### config.mk
export PLATFORM = sky130hd
export DESIGN_NAME = rev_power_flag
export DESIGN_NICKNAME = d
export VERILOG_FILES = /design/src/rtl/rpi_pkg.sv /design/src/rtl/rpi_sat_add.sv /design/src/rtl/rpi_phase_acc.sv /design/src/rtl/rev_power_flag.sv
export SDC_FILE = /design/constraint.sdc
export NUM_CORES = 1
export LEC_CHECK = 0
export ABC_CLOCK_PERIOD_IN_PS = 5850
export BUFFER_PORTS_ARGS = -buffer_cell sky130_fd_sc_hd__buf_2
export CAP_MARGIN = 10
export CORE_MARGIN = 5
export CORE_UTILIZATION = 50
export CTS_CLUSTER_SIZE = 28
export DETAILED_ROUTE_END_ITERATION = 10
export PLACE_DENSITY = 0.67
export SLEW_MARGIN = 20
export SYNTH_ARGS = -nofsm -noshare
export SYNTH_HDL_FRONTEND = slang
export SYNTH_HIERARCHICAL = 1
export SYNTH_SLANG_ARGS = --single-unit
### constraint.sdc
create_clock -name clk_i -period 5.85 [get_ports clk_i]
set_input_delay 0.8775 -clock clk_i [delete_from_list [all_inputs] [get_ports clk_i]]
set_output_delay 0.8775 -clock clk_i [all_outputs]
set_load 0.005 [all_outputs]
### src/rtl/rpi_pkg.sv
package rpi_pkg;
  typedef enum logic [1:0] {
    SGN_ZERO = 2'd0,
    SGN_POS  = 2'd1,
    SGN_NEG  = 2'd2
  } sgn_e;
endpackage

### src/rtl/rpi_sat_add.sv
module rpi_sat_add #(
  parameter int W = 24
) (
  input  logic [W-1:0] a_i,
  input  logic [W-1:0] b_i,
  output logic [W-1:0] s_o
);
  logic [W:0] ext_w;

  assign ext_w = {a_i[W-1], a_i} + {b_i[W-1], b_i};

  always_comb begin
    if (ext_w[W] != ext_w[W-1]) begin
      // overflow: clamp toward the true sign
      s_o = ext_w[W] ? {1'b1, {(W-1){1'b0}}} : {1'b0, {(W-1){1'b1}}};
    end else begin
      s_o = ext_w[W-1:0];
    end
  end
endmodule

### src/rtl/rpi_phase_acc.sv
module rpi_phase_acc
  import rpi_pkg::*;
#(
  parameter int PWR_W = 16,
  parameter int ACC_W = 24
) (
  input  logic             clk_i,
  input  logic             rst_ni,
  input  logic             vld_i,
  input  logic [PWR_W-1:0] smp_i,
  input  logic             cf_i,
  output logic             pos_o,
  output logic             neg_o,
  output logic             neg_q_o
);
  localparam int EXT_W = ACC_W - PWR_W;

  logic [ACC_W-1:0] acc_q, add_w, sum_w;
  sgn_e             sgn_w;
  logic             neg_q;

  assign add_w = vld_i ? {{EXT_W{smp_i[PWR_W-1]}}, smp_i} : '0;

  rpi_sat_add #(.W(ACC_W)) u_add (
    .a_i (acc_q),
    .b_i (add_w),
    .s_o (sum_w)
  );

  always_comb begin
    if (sum_w == '0)          sgn_w = SGN_ZERO;
    else if (sum_w[ACC_W-1])  sgn_w = SGN_NEG;
    else                      sgn_w = SGN_POS;
  end

  always_ff @(posedge clk_i or negedge rst_ni) begin
    if (!rst_ni) begin
      acc_q <= '0;
      neg_q <= 1'b0;
    end else if (cf_i) begin
      acc_q <= '0;
      if (sgn_w == SGN_NEG)      neg_q <= 1'b1;
      else if (sgn_w == SGN_POS) neg_q <= 1'b0;
    end else begin
      acc_q <= sum_w;
    end
  end

  assign pos_o   = (sgn_w == SGN_POS);
  assign neg_o   = (sgn_w == SGN_NEG);
  assign neg_q_o = neg_q;
endmodule

### src/rtl/rev_power_flag.sv
module rev_power_flag #(
  parameter int PWR_W   = 16,
  parameter int ACC_EXT = 8
) (
  input  logic             clk_i,
  input  logic             rst_ni,
  input  logic             smp_vld_i,
  input  logic [PWR_W-1:0] pwr_a_i,
  input  logic [PWR_W-1:0] pwr_b_i,
  input  logic [PWR_W-1:0] pwr_c_i,
  input  logic             cf_pulse_i,
  output logic             rev_flag_o
);
  localparam int ACC_W = PWR_W + ACC_EXT;
  localparam int NPH   = 3;

  logic [PWR_W-1:0] smp_w [NPH];
  logic [NPH-1:0]   pos_w, negv_w, neg_q;

  assign smp_w[0] = pwr_a_i;
  assign smp_w[1] = pwr_b_i;
  assign smp_w[2] = pwr_c_i;

  for (genvar g = 0; g < NPH; g++) begin : gen_ph
    rpi_phase_acc #(.PWR_W(PWR_W), .ACC_W(ACC_W)) u_ph (
      .clk_i   (clk_i),
      .rst_ni  (rst_ni),
      .vld_i   (smp_vld_i),
      .smp_i   (smp_w[g]),
      .cf_i    (cf_pulse_i),
      .pos_o   (pos_w[g]),
      .neg_o   (negv_w[g]),
      .neg_q_o (neg_q[g])
    );
  end

  assign rev_flag_o = |neg_q;
endmodule

; ---- Word level (Yosys, flattened, before mapping)
; Cells that the tools add are included.
[classes]
addsub = 3
eq_ne = 9
n_mux = 24
reduce_logical = 10
[op_table]
columns = op, count
row1 = 24-bit 2-to-1 mux, 12
row2 = 24-bit by 24-bit adder with 25-bit output, 3
row3 = 24-bit logical NOT, 3
row4 = 2-bit 2-to-1 mux, 6
row5 = "2-bit by 1-bit == test with 1-bit output, second input constant", 3
row6 = "2-bit == test, second input constant", 3
row7 = 1-bit 2-to-1 mux, 6
row8 = 2-bit AND reduction, 3
row9 = 2-bit nonzero test, 3
row10 = 1-bit != test, 3
row11 = 3-bit OR reduction, 1
[totals]
regBits = 75
inputBits = 52
output_inout_bits = 1

; ---- Logic depth before layout (Yosys ltp)
; Gate-level depths: netlist of the first run.
[depth]
word_depth = 9
mapped_depth = 17
ltp_nobuf = 15

; ---- By module
; Netlist of the first run, hierarchy kept.
[modules_own_cells]
columns = module, instances, cells_per_inst, area_per_inst_um2, seq_area_each_um2
row1 = rpi_sat_add (gen_ph[1].u_ph.u_add ...), 2, 283, 2058.2, 0.0
row2 = rpi_phase_acc, 3, 81, 1011.0, 625.6
row3 = rpi_sat_add (gen_ph[0].u_ph.u_add), 1, 301, 2170.8, 0.0
row4 = rev_power_flag, 1, 1, 6.3, 0.0

; ---- Least setup slack after synthesis of the first run
; Ideal clock, no wire load.
[synth_path]
path_type = input to register
startpoint = input port pwr_a_i[0]
endpoint = register gen_ph[0].u_ph.neg_q
arrival_ps = 3686
setup_slack_ps = 2087
stages = 15
n_path_buf = 0
cell_sequence = and2_1 ha_1 inv_1 fa_1 nor2b_4 o31a_4 o31ai_4 a2111oi_4 o2111ai_2 a21oi_2 nor2_1 a32o_1 nor4_2 nand3_1 o21ai_1
[synth_via]
elab_chain_cells = 9
elab_cells_between_ends = 13
classes_between = add/sub: 1 / eq/ne: 3 / mux: 6 / reduce/logical: 3
[synth_lines]
columns = item, line_no
row1 = from (decl), rev_power_flag.sv:8  ; input logic [PWR_W-1:0] pwr_a_i,
row2 = 24-bit 2-to-1 mux (*), rpi_phase_acc.sv:22  ; assign add_w = vld_i ? {{EXT_W{smp_i[PWR_W-1]}}, smp_i} : '0;
row3 = 24-bit by 24-bit adder with 25-bit output (*), rpi_sat_add.sv:10  ; assign ext_w = {a_i[W-1], a_i} + {b_i[W-1], b_i};
row4 = 24-bit 2-to-1 mux or 1-bit != test (tied branches), "rpi_sat_add.sv:15, rpi_sat_add.sv:13"
row5 = 24-bit 2-to-1 mux (*), rpi_sat_add.sv:13  ; if (ext_w[W] != ext_w[W-1]) begin
row6 = via gen_ph[0].u_ph.sum_w[9], rpi_phase_acc.sv:18  ; logic [ACC_W-1:0] acc_q, add_w, sum_w;
row7 = 24-bit logical NOT (*), rpi_phase_acc.sv:31  ; if (sum_w == '0) sgn_w = SGN_ZERO;
row8 = 2-bit 2-to-1 mux (*), rpi_phase_acc.sv:31
row9 = 2-bit == test or 2-bit by 1-bit == test with 1-bit output (tied branches), "rpi_phase_acc.sv:42, rpi_phase_acc.sv:43"
row10 = 2-bit nonzero test (no line), -
row11 = 2-bit AND reduction (no line), -
row12 = to (signal assigned), rpi_phase_acc.sv:39  ; neg_q <= 1'b0;
row13 = to (signal assigned), rpi_phase_acc.sv:42  ; if (sgn_w == SGN_NEG) neg_q <= 1'b1;
row14 = to (signal assigned), rpi_phase_acc.sv:43  ; else if (sgn_w == SGN_POS) neg_q <= 1'b0;
row15 = to (decl), rpi_phase_acc.sv:20  ; logic neg_q;
; Mark *: on every way through the listed nets, which the timed path passes. The rest lies on a longest branch.
; A chain may end at the register's enable or synchronous reset.

; ---- Worst setup path in the final report of the first run
[layout_path]
startpoint = input port smp_vld_i
endpoint = register gen_ph[1].u_ph.neg_q
[layout_via]
elab_chain_cells = 9
elab_cells_between_ends = 13
classes_between = add/sub: 1 / eq/ne: 3 / mux: 6 / reduce/logical: 3
[layout_lines]
columns = item, line_no
row1 = from (decl), rev_power_flag.sv:7  ; input logic smp_vld_i,
row2 = 24-bit 2-to-1 mux (*), rpi_phase_acc.sv:22
row3 = via gen_ph[1].u_ph.add_w[15], rpi_phase_acc.sv:18
row4 = 24-bit by 24-bit adder with 25-bit output (*), rpi_sat_add.sv:10
row5 = 24-bit 2-to-1 mux or 1-bit != test (tied branches), "rpi_sat_add.sv:15, rpi_sat_add.sv:13"
row6 = 24-bit 2-to-1 mux (*), rpi_sat_add.sv:13
row7 = via gen_ph[1].u_ph.sum_w[18], rpi_phase_acc.sv:18
row8 = 24-bit logical NOT (*), rpi_phase_acc.sv:31
row9 = 2-bit 2-to-1 mux (*), rpi_phase_acc.sv:31
row10 = 2-bit == test or 2-bit by 1-bit == test with 1-bit output (tied branches), "rpi_phase_acc.sv:42, rpi_phase_acc.sv:43"
row11 = 2-bit nonzero test (no line), -
row12 = 2-bit AND reduction (no line), -
row13 = to (signal assigned), rpi_phase_acc.sv:39
row14 = to (signal assigned), rpi_phase_acc.sv:42
row15 = to (signal assigned), rpi_phase_acc.sv:43
row16 = to (decl), rpi_phase_acc.sv:20
; Marks and branches as above.

==> results.tsv, run 1 <==
stage	metric	value	unit
outcome	run status	finished, final reports clean	
global_route	global-route wire length before repair	40700	µm
cells_and_area	most frequent cells in the layout	100 x a21oi_1, 76 x nor2b_1, 75 x dfrtp_1, 72 x ha_1, 69 x nand2_1	
global_route	vias in the first global route	8065	
sta	setup TNS	0	ns
routing	vias per std cell	6.33	
pwr	PwrDens	414	nW/µm²
logic_synthesis	Yosys Warn Count	6	
clocking	Post-CTS Setup Inserts	0	
floorplan	die area	21400	µm²
worst_hold_path	HP Class	input pin to async pin	
global_route	total track usage	22.8	%
floorplan	site row count	49	
placement	DP Area	9560	µm²
clocking	clock transition at the registers of the reported paths	0.07	ns
cells_and_area	most common cell after layout, fill and taps aside	a21oi_1	
cells_and_area	Non-Filler Instances	1348	
global_route	number of antenna violations at the first check in global routing	0	
routing	Initial DRC Count	810	
clocking	worst-skew pair later-pin latency	0.35	ns
global_route	gr ovfl total	0	
sta	Relative slew margins	37.7	%
setup_path	CP max FO	48	
clocking	Clock Tree Buf Depth	2	
clocking	post-cts resize count	0	
cells_and_area	share of post-route cells with drive strength above 1	14.5	%
setup_path	Reg2Reg Setup Slack	2.06	ns
floorplan	I/O pin cnt	53	
floorplan	core area	18100	µm²
logic_synthesis	Post-Syn Area per Cell	8.42	µm²
clocking	CTS buffer count	9	
clocking	CTS tree	done	
cells_and_area	NumNets Final	1241	
pwr	Power, Total	4.08	mW
global_route	largest net degree at the start of global routing	69	
pwr	peak supply drop	0.000199	V
floorplan	Vert. Die Dim	146	µm
clocking	hold_buf cts	0	
run	Max-cap violations	0	
floorplan	Initial Util	51.3	%
clocking	root buf cell	clkbuf_16	
sta	Worst Skew	0.0130	ns
logic_synthesis	post-synthesis cell area	9270	µm²
pwr	Leak Pwr	4.26	nW
placement	Placed Instances	1332	
setup_path	CP Capture Type	register	
routing	Detailed Route WL	25000	µm
placement	I/O Buffers	52	
setup_path	Setup crit start kind	input pin	
sta	RSZ-0062 raised after global routing	no	
sta	Final Hold Viols	0	
routing	Pre-antenna DRT Iters	5	
clocking	H-tree levels	3	
cells_and_area	final instance area	9850	µm²
placement	routability cong.	0.920	
sta	Slew Viols, Final	0	
setup_path	crit path kind	input pin to register	
clocking	clk sinks	75	
logic_synthesis	Post-Syn Nets	1229	
logic_synthesis	Synth Instances	1102	
setup_path	FF-to-FF path depth	12	
routing	DR DRC count	0	
sta	Max Clk Rate	206	MHz
setup_path	crit path DAT	5.10	ns
placement	dpl hpwl	18600	µm
routing	wire length per cell	18.5	µm
cells_and_area	area grow syn2layout	6.25	%
sta	crit path time final	4.86	ns
routing	post-route ant nets	0	
floorplan	Die W	146	µm
sta	post-route setup slack	0.985	ns
setup_path	Worst EP required	6.09	ns
placement	Place WS	0.717	ns
sta	Slew @ Worst Pin	0.931	ns
cells_and_area	# diodes	0	
routing	Vias	8534	
sta	final setup fails	0	
sta	fin crit share	83.2	%
[state kept, by name, indices dropped and copies added (netlist names)]
name and cells:
gen_ph.u_ph/neg_q_o 3, gen_ph.u_ph/acc_q 72
[metal layers]
| layer | GRT usage, % | vias up | part of all wire (%) |
|---|---|---|---|
| met5 | 0 | - | 0 |
| li1 | - | 4141 | - |
| met2 | 36.4 | 284 | 46 |
| met3 | 3.04 | 49 | 5.5 |
| met1 | 31.7 | 4060 | 46 |
| met4 | 8.33 | 0 | 2.7 |
[per-stage QoR]
step | hold WS (ns) | util (%)
after detailed placement | 0.545 | 52.8
after CTS | 0.340 | 54.5
after floorplan | 0.486 | -
final | 0.337 | 54.5
after global placement | 0.558 | 52.8
after global routing | 0.350 | 54.5
[layout make-up]
| cell class | count | area [µm²] |
|---|---|---|
| Sequential cell | 75 | 1880 |
| Inverter | 25 | 93.8 |
| Clock buffer | 11 | 243 |
| Fill cell | 1673 | 8230 |
| Multi-Input combinational cell | 944 | 6990 |
| Tap cell | 229 | 287 |
| Clock inverter | 5 | 52.6 |
| Timing Repair Buffer | 59 | 315 |
[report_power, final]
group	switching (mW)	internal, mW	leakage, nW
logic	1.57	1.15	3.13
registers	0.0738	0.699	0.989
clock network	0.246	0.341	0.145
[critical path: stages]
cell	delay (ns)
buf_2	0.57
and2_1	0.44
ha_1	0.44
a21oi_1	0.37
o221ai_2	0.17
a211o_1	0.35
nor2_1	0.73
buf_4	0.30
a21oi_1	0.09
o32ai_1	0.51
nor4_2	0.07
nand4_1	0.09
o21ai_1	0.07
[final timing paths]
| check | startpoint | to |
|---|---|---|
| max | smp_vld_i | gen_ph[1].u_ph/neg_q_o$_DFFE_PN0P_ |
| min | rst_ni | gen_ph[1].u_ph/acc_q[14]$_DFF_PN0_ |
| max reg2reg | gen_ph[0].u_ph/acc_q[11]$_DFF_PN0_ | gen_ph[0].u_ph/neg_q_o$_DFFE_PN0P_ |
| min reg2reg | gen_ph[0].u_ph/neg_q_o$_DFFE_PN0P_ | gen_ph[0].u_ph/neg_q_o$_DFFE_PN0P_ |
| max in group asynchronous | rst_ni | gen_ph[2].u_ph/acc_q[6]$_DFF_PN0_ |
| min in group clk_i | gen_ph[0].u_ph/neg_q_o$_DFFE_PN0P_ | gen_ph[0].u_ph/neg_q_o$_DFFE_PN0P_ |
No activity file was read; power rests on OpenSTA's default activity.
==> inputs of run 2 (changes only) <==
- ABC_AREA: unset -> 1
- ABC_CLOCK_PERIOD_IN_PS: 5850 -> 4700
- PLACE_DENSITY: 0.67 -> 0.68
- clock period: 5.85 -> 4.7 ns (I/O delays scaled with it)
==> results.tsv, run 2 <==
stage	metric	value	unit	change
floorplan	core area	17200	µm²	-4.7%
setup_path	Setup crit start kind	input pin		
placement	routability cong.	0.963		+4.6%
clocking	H-tree levels	3		unchanged
clocking	root buf cell	clkbuf_16		
routing	post-route ant nets	0		unchanged
cells_and_area	most frequent cells in the layout	518 x nand2_1, 263 x inv_1, 190 x nor2_1, 75 x dfrtp_1		
logic_synthesis	post-synthesis cell area	8760	µm²	-5.5%
setup_path	Worst EP required	4.99	ns	-1.10 ns
clocking	Clock Tree Buf Depth	2		unchanged
sta	Worst Skew	0.00836	ns	-0.00460 ns
sta	final hold slack	0.292	ns	-0.0445 ns
clocking	Post-CTS Setup Inserts	0		unchanged
routing	DR DRC count	0		unchanged
cells_and_area	area grow syn2layout	8.24	%	
sta	final setup fails	0		unchanged
routing	wire length per cell	13.3	µm	-28%
placement	I/O Buffers	52		unchanged
clocking	CTS buffer count	9		unchanged
placement	dpl hpwl	18400	µm	-1.5%
cells_and_area	share of post-route cells with drive strength above 1	8.71	%	-5.8 points
setup_path	crit path kind	input pin to register		
cells_and_area	most common cell after layout, fill and taps aside	nand2_1		
logic_synthesis	Post-Syn Area per Cell	5.93	µm²	-29%
cells_and_area	Largest Register	gen_ph.u_ph/acc_q		
routing	Vias	8787		+3.0%
sta	Slew Viols, Final	0		unchanged
cells_and_area	NumNets Final	1649		+33%
global_route	total track usage	23.5	%	+0.65 points
setup_path	Worst R2R Start	gen_ph[2].u_ph/acc_q[0]$_DFF_PN0_		
clocking	hold_buf cts	0		unchanged
setup_path	Crit Reg-Reg Endpoint	gen_ph[2].u_ph/neg_q_o$_DFFE_PN0P_		
placement	DP Area	9150	µm²	-4.2%
pwr	peak supply drop	0.000232	V	+16%
routing	Initial DRC Count	729		-10%
clocking	post-cts resize count	0		unchanged
sta	setup TNS	0	ns	unchanged
setup_path	FF-to-FF path depth	20		+8
setup_path	CP max FO	24		-50%
global_route	gr ovfl total	0		unchanged
worst_hold_path	HP Class	input pin to async pin		
sta	Final Hold Viols	0		unchanged
floorplan	site row count	48		-2.0%
global_route	number of antenna violations at the first check in global routing	0		unchanged
cells_and_area	# diodes	0		unchanged
floorplan	Die W	142	µm	-2.6%
logic_synthesis	Post-Syn Nets	1604		+31%
clocking	CTS tree	done		
global_route	largest net degree at the start of global routing	59		-14%
floorplan	Initial Util	50.8	%	-0.43 points
routing	Detailed Route WL	23200	µm	-7.0%
logic_synthesis	Synth Instances	1477		+34%
logic_synthesis	Yosys Warn Count	6		unchanged
routing	vias per std cell	5.02		-21%
clocking	clock transition at the registers of the reported paths	0.06	ns	about the same
sta	Max Clk Rate	252	MHz	
setup_path	Reg2Reg Setup Slack	1.56	ns	-0.50 ns
global_route	vias in the first global route	8208		+1.8%
sta	crit path time final	3.97	ns	
cells_and_area	Largest register FFs	72		unchanged
cells_and_area	final instance area	9490	µm²	-3.7%
setup_path	crit path DAT	4.25	ns	-0.85 ns
floorplan	I/O pin cnt	53		unchanged
pwr	PwrDens	474	nW/µm²	+14%
global_route	global-route wire length before repair	39000	µm	-4.2%
floorplan	die area	20300	µm²	-5.1%
sta	Relative slew margins	58.5	%	+21 points
clocking	worst-skew pair later-pin latency	0.35	ns	about the same
pwr	Leak Pwr	5.95	nW	+39%
run	Max-cap violations	0		unchanged
routing	Pre-antenna DRT Iters	5		unchanged
clocking	clk sinks	75		unchanged
setup_path	CP Capture Type	register		
sta	RSZ-0062 raised after global routing	no		
sta	fin crit share	84.4	%	
floorplan	Vert. Die Dim	142	µm	-2.6%
outcome	run status	finished, final reports clean		
sta	Slew @ Worst Pin	0.622	ns	-0.309 ns
## run 2: worst max-delay path, stage by stage
cell and delay, ns:
buf_2 0.40, buf_4 0.28, nand2_1 0.06, inv_1 0.05
ha_1 0.22, inv_1 0.09, fa_1 0.40, inv_1 0.12
nand3_1 0.07, nand2_1 0.17, nand2_1 0.09, nand2_2 0.14
nand2_2 0.10, nand4_1 0.09, nand2_1 0.09, nand2_2 0.37
o21ai_0 0.22, nor2_1 0.13, nand2_1 0.05, nor2_1 0.12
nand3_1 0.09, nand2_1 0.07, nand2_1 0.05, nand2_1 0.05
## run 2: layer usage
metal  vias to the layer above  GRT usage [%]  routed length, µm
met4                         0           6.20                464
met3                        38           3.09               1020
met1                      3937           32.2              11100
met5                         -              0                  0
li1                       4622              -                  -
met2                       190           39.2              10600
## run 2: worst max path at each step
stage	slack [ns]	cells past startpoint	endpoint	start
floorplan	1.60	26	gen_ph[1].u_ph/neg_q_o$_DFFE_PN0P_	smp_vld_i
global placement	0.49	26	gen_ph[2].u_ph/neg_q_o$_DFFE_PN0P_	smp_vld_i
detailed placement	0.35	24	gen_ph[2].u_ph/neg_q_o$_DFFE_PN0P_	smp_vld_i
CTS	0.71	24	gen_ph[2].u_ph/neg_q_o$_DFFE_PN0P_	smp_vld_i
global route	0.32	24	gen_ph[2].u_ph/neg_q_o$_DFFE_PN0P_	smp_vld_i
finish	0.73	24	gen_ph[2].u_ph/neg_q_o$_DFFE_PN0P_	smp_vld_i
## run 2: cell type report
| type | instances | area, µm² |
|---|---|---|
| fill | 1795 | 7750 |
| timing repair buffer | 59 | 318 |
| clock buffer | 12 | 256 |
| sequential | 75 | 1880 |
| multi-input combinational | 1109 | 5670 |
| tap | 225 | 282 |
| clock inverter | 4 | 72.6 |
| inverter | 268 | 1010 |
## run 2: through the flow
| step | utilization [%] | setup WS, ns | total power, mW | std cells |
|---|---|---|---|---|
| 2_1_floorplan | - | 1.60 | 3.16 | 1477 |
| 3_3_place_gp | 53.1 | 0.492 | 3.65 | 1736 |
| 3_5_place_dp | 53.1 | 0.347 | 3.68 | 1736 |
| 4_1_cts | 55.0 | 0.705 | 4.50 | 1752 |
| 5_1_grt | 55.0 | 0.323 | 4.98 | 1752 |
| 6_report | 55.0 | 0.734 | 4.50 | 1752 |
## run 2: power breakdown
part / switching [mW] / internal [mW] / total (mW)
clock: 0.298 / 0.494 / 0.792
sequential: 0.0796 / 0.870 / 0.950
combinational: 1.80 / 0.952 / 2.75
total: 2.18 / 2.32 / 4.50
==> inputs of run 3 (changes only) <==
- ABC_CLOCK_PERIOD_IN_PS: 4700 -> 3900
- clock period: 4.7 -> 3.9 ns (I/O delays scaled with it)
==> results.tsv, run 3 (synthesized netlist as in run 2, its figures left out) <==
stage	metric	value	unit	change
outcome	run status	finished, final reports clean		
floorplan	I/O pin cnt	53		unchanged
sta	fin crit share	85.2	%	
pwr	peak supply drop	0.000281	V	+21%
cells_and_area	area grow syn2layout	9.22	%	
sta	crit path time final	3.32	ns	
cells_and_area	Largest register FFs	72		unchanged
sta	Slew @ Worst Pin	0.921	ns	+0.298 ns
sta	final setup fails	0		unchanged
placement	dpl hpwl	19200	µm	+4.6%
clocking	CTS buffer count	9		unchanged
routing	Detailed Route WL	24100	µm	+3.6%
routing	post-route ant nets	0		unchanged
floorplan	die area	20300	µm²	unchanged
setup_path	CP max FO	22		-8.3%
setup_path	CP max stage cell	ha_1		
clocking	hold_buf cts	0		unchanged
clocking	H-tree levels	3		unchanged
setup_path	CP Capture Type	register		
pwr	PwrDens	564	nW/µm²	+19%
global_route	total track usage	24.4	%	+0.93 points
cells_and_area	most common cell after layout, fill and taps aside	nand2_1		
setup_path	crit path cell chain	buf_2 > buf_12 > nand2_1 > inv_1 > ha_1 > a21oi_1 > nand2_1 > a21oi_1 > nand4_1 > nand2_2 > nand3_4 > nand2_1 > nand2_1 > nor2_1 > nand2_1 > nor2_1 > nand3_1 > nand2_1 > nand2_1 > nand2_1		
routing	DR DRC count	0		unchanged
clocking	Post-CTS Setup Inserts	0		unchanged
setup_path	CP peak stage delay	0.37	ns	-0.03 ns
cells_and_area	NumNets Final	1659		+0.61%
setup_path	Worst EP required	4.18	ns	-0.81 ns
pwr	Power, Total	5.40	mW	+20%
worst_hold_path	HP Class	input pin to async pin		
floorplan	Vert. Die Dim	142	µm	unchanged
clocking	post-cts resize count	0		unchanged
routing	wire length per cell	13.7	µm	+3.0%
cells_and_area	# diodes	0		unchanged
pwr	Leak Pwr	6.00	nW	+0.84%
floorplan	Initial Util	50.8	%	unchanged
clocking	root buf cell	clkbuf_16		
sta	Slew Viols, Final	0		unchanged
setup_path	crit path DAT	3.61	ns	-0.64 ns
global_route	global-route wire length before repair	40100	µm	+3.0%
sta	Max Clk Rate	301	MHz	
clocking	clk sinks	75		unchanged
cells_and_area	Seq. cell area	1880	µm²	unchanged
sta	final hold slack	0.266	ns	-0.0262 ns
sta	Worst Skew	0.00985	ns	+0.00148 ns
cells_and_area	share of post-route cells with drive strength above 1	9.37	%	+0.66 points
placement	routability cong.	0.967		+0.46%
floorplan	core area	17200	µm²	unchanged
clocking	clock transition at the registers of the reported paths	0.06	ns	about the same
clocking	Clock Tree Buf Depth	2		unchanged
placement	I/O Buffers	52		unchanged
sta	RSZ-0062 raised after global routing	no		
global_route	gr ovfl total	0		unchanged
routing	Vias	8702		-0.97%
sta	post-route setup slack	0.578	ns	-0.156 ns
global_route	number of antenna violations at the first check in global routing	0		unchanged
sta	Relative slew margins	38.6	%	-20 points
cells_and_area	Finished Core Util	55.5	%	+0.50 points
global_route	vias in the first global route	8282		+0.90%
routing	Pre-antenna DRT Iters	5		unchanged
sta	setup TNS	0	ns	unchanged
cells_and_area	Largest Register	gen_ph.u_ph/acc_q		
global_route	largest net degree at the start of global routing	76		+29%
floorplan	Die W	142	µm	unchanged
setup_path	cell mode on critical path	nand2_1		
setup_path	Setup crit start kind	input pin		
placement	Place WS	0.209	ns	-0.137 ns
clocking	worst-skew pair later-pin latency	0.35	ns	about the same
floorplan	site row count	48		unchanged
routing	vias per std cell	4.94		-1.5%
cells_and_area	most frequent cells in the layout	518 x nand2_1, 263 x inv_1, 190 x nor2_1, 75 x dfrtp_1		
cells_and_area	FILL cells	1848		+3.0%
run	Max-cap violations	0		unchanged
clocking	CTS tree	done		
cells_and_area	Multi-input gate area	5670	µm²	unchanged
routing	Initial DRC Count	604		-17%
sta	Final Hold Viols	0		unchanged
setup_path	crit path kind	input pin to register		
-- run 3: power by group --
| group | total [mW] | switching, mW | leakage (nW) | internal (mW) |
|---|---|---|---|---|
| sequential | 1.15 | 0.101 | 0.973 | 1.05 |
| clock | 0.849 | 0.381 | 0.134 | 0.468 |
| combinational | 3.40 | 2.21 | 4.89 | 1.20 |
| total | 5.40 | 2.69 | 6.00 | 2.71 |
-- run 3: final timing paths --
check / cells past startpoint / startpoint / end / slack, ns
worst max-delay path: 20 / smp_vld_i / gen_ph[1].u_ph/neg_q_o$_DFFE_PN0P_ / 0.58
min in group clk_i: 2 / gen_ph[1].u_ph/neg_q_o$_DFFE_PN0P_ / gen_ph[1].u_ph/neg_q_o$_DFFE_PN0P_ / 0.47
worst min register to register: 2 / gen_ph[1].u_ph/neg_q_o$_DFFE_PN0P_ / gen_ph[1].u_ph/neg_q_o$_DFFE_PN0P_ / 0.47
max in group asynchronous: 1 / rst_ni / gen_ph[0].u_ph/acc_q[16]$_DFF_PN0_ / 3.15
worst max register to register: 22 / gen_ph[1].u_ph/acc_q[0]$_DFF_PN0_ / gen_ph[1].u_ph/neg_q_o$_DFFE_PN0P_ / 0.89
worst min-delay path: 1 / rst_ni / gen_ph[2].u_ph/acc_q[4]$_DFF_PN0_ / 0.27
-- run 3: critical path, delay by kind of cell --
| family | cells | cell delay [ns] |
|---|---|---|
| adder cells (fa/ha/maj) | 1 | 0.37 |
| AO/OA/AOI/OAI | 2 | 0.47 |
| buffers and inverters | 3 | 0.53 |
| AND/OR/NAND/NOR | 14 | 1.62 |
-- run 3: per-layer routing --
layer | track usage (%) | part of all wire, % | vias to the layer above
li1 | - | - | 4642
met1 | 34.5 | 50 | 3819
met2 | 39.1 | 44 | 206
met3 | 2.99 | 4.5 | 35
met4 | 7.50 | 2.2 | 0
met5 | 0 | 0 | -
-- run 3: layout make-up --
type	count	share of cell area [%]
multi-input combinational	1109	59.3
sequential	75	19.6
tap	225	2.94
clock inverter	5	0.379
clock buffer	11	2.64
timing repair buffer	69	4.64
inverter	268	10.5
-- run 3: stage by stage --
step                area, µm²  cells
floorplan                8760   1477
global placement         9280   1746
detailed placement       9280   1746
CTS                      9570   1762
global route             9570   1762
finish                   9570   1762
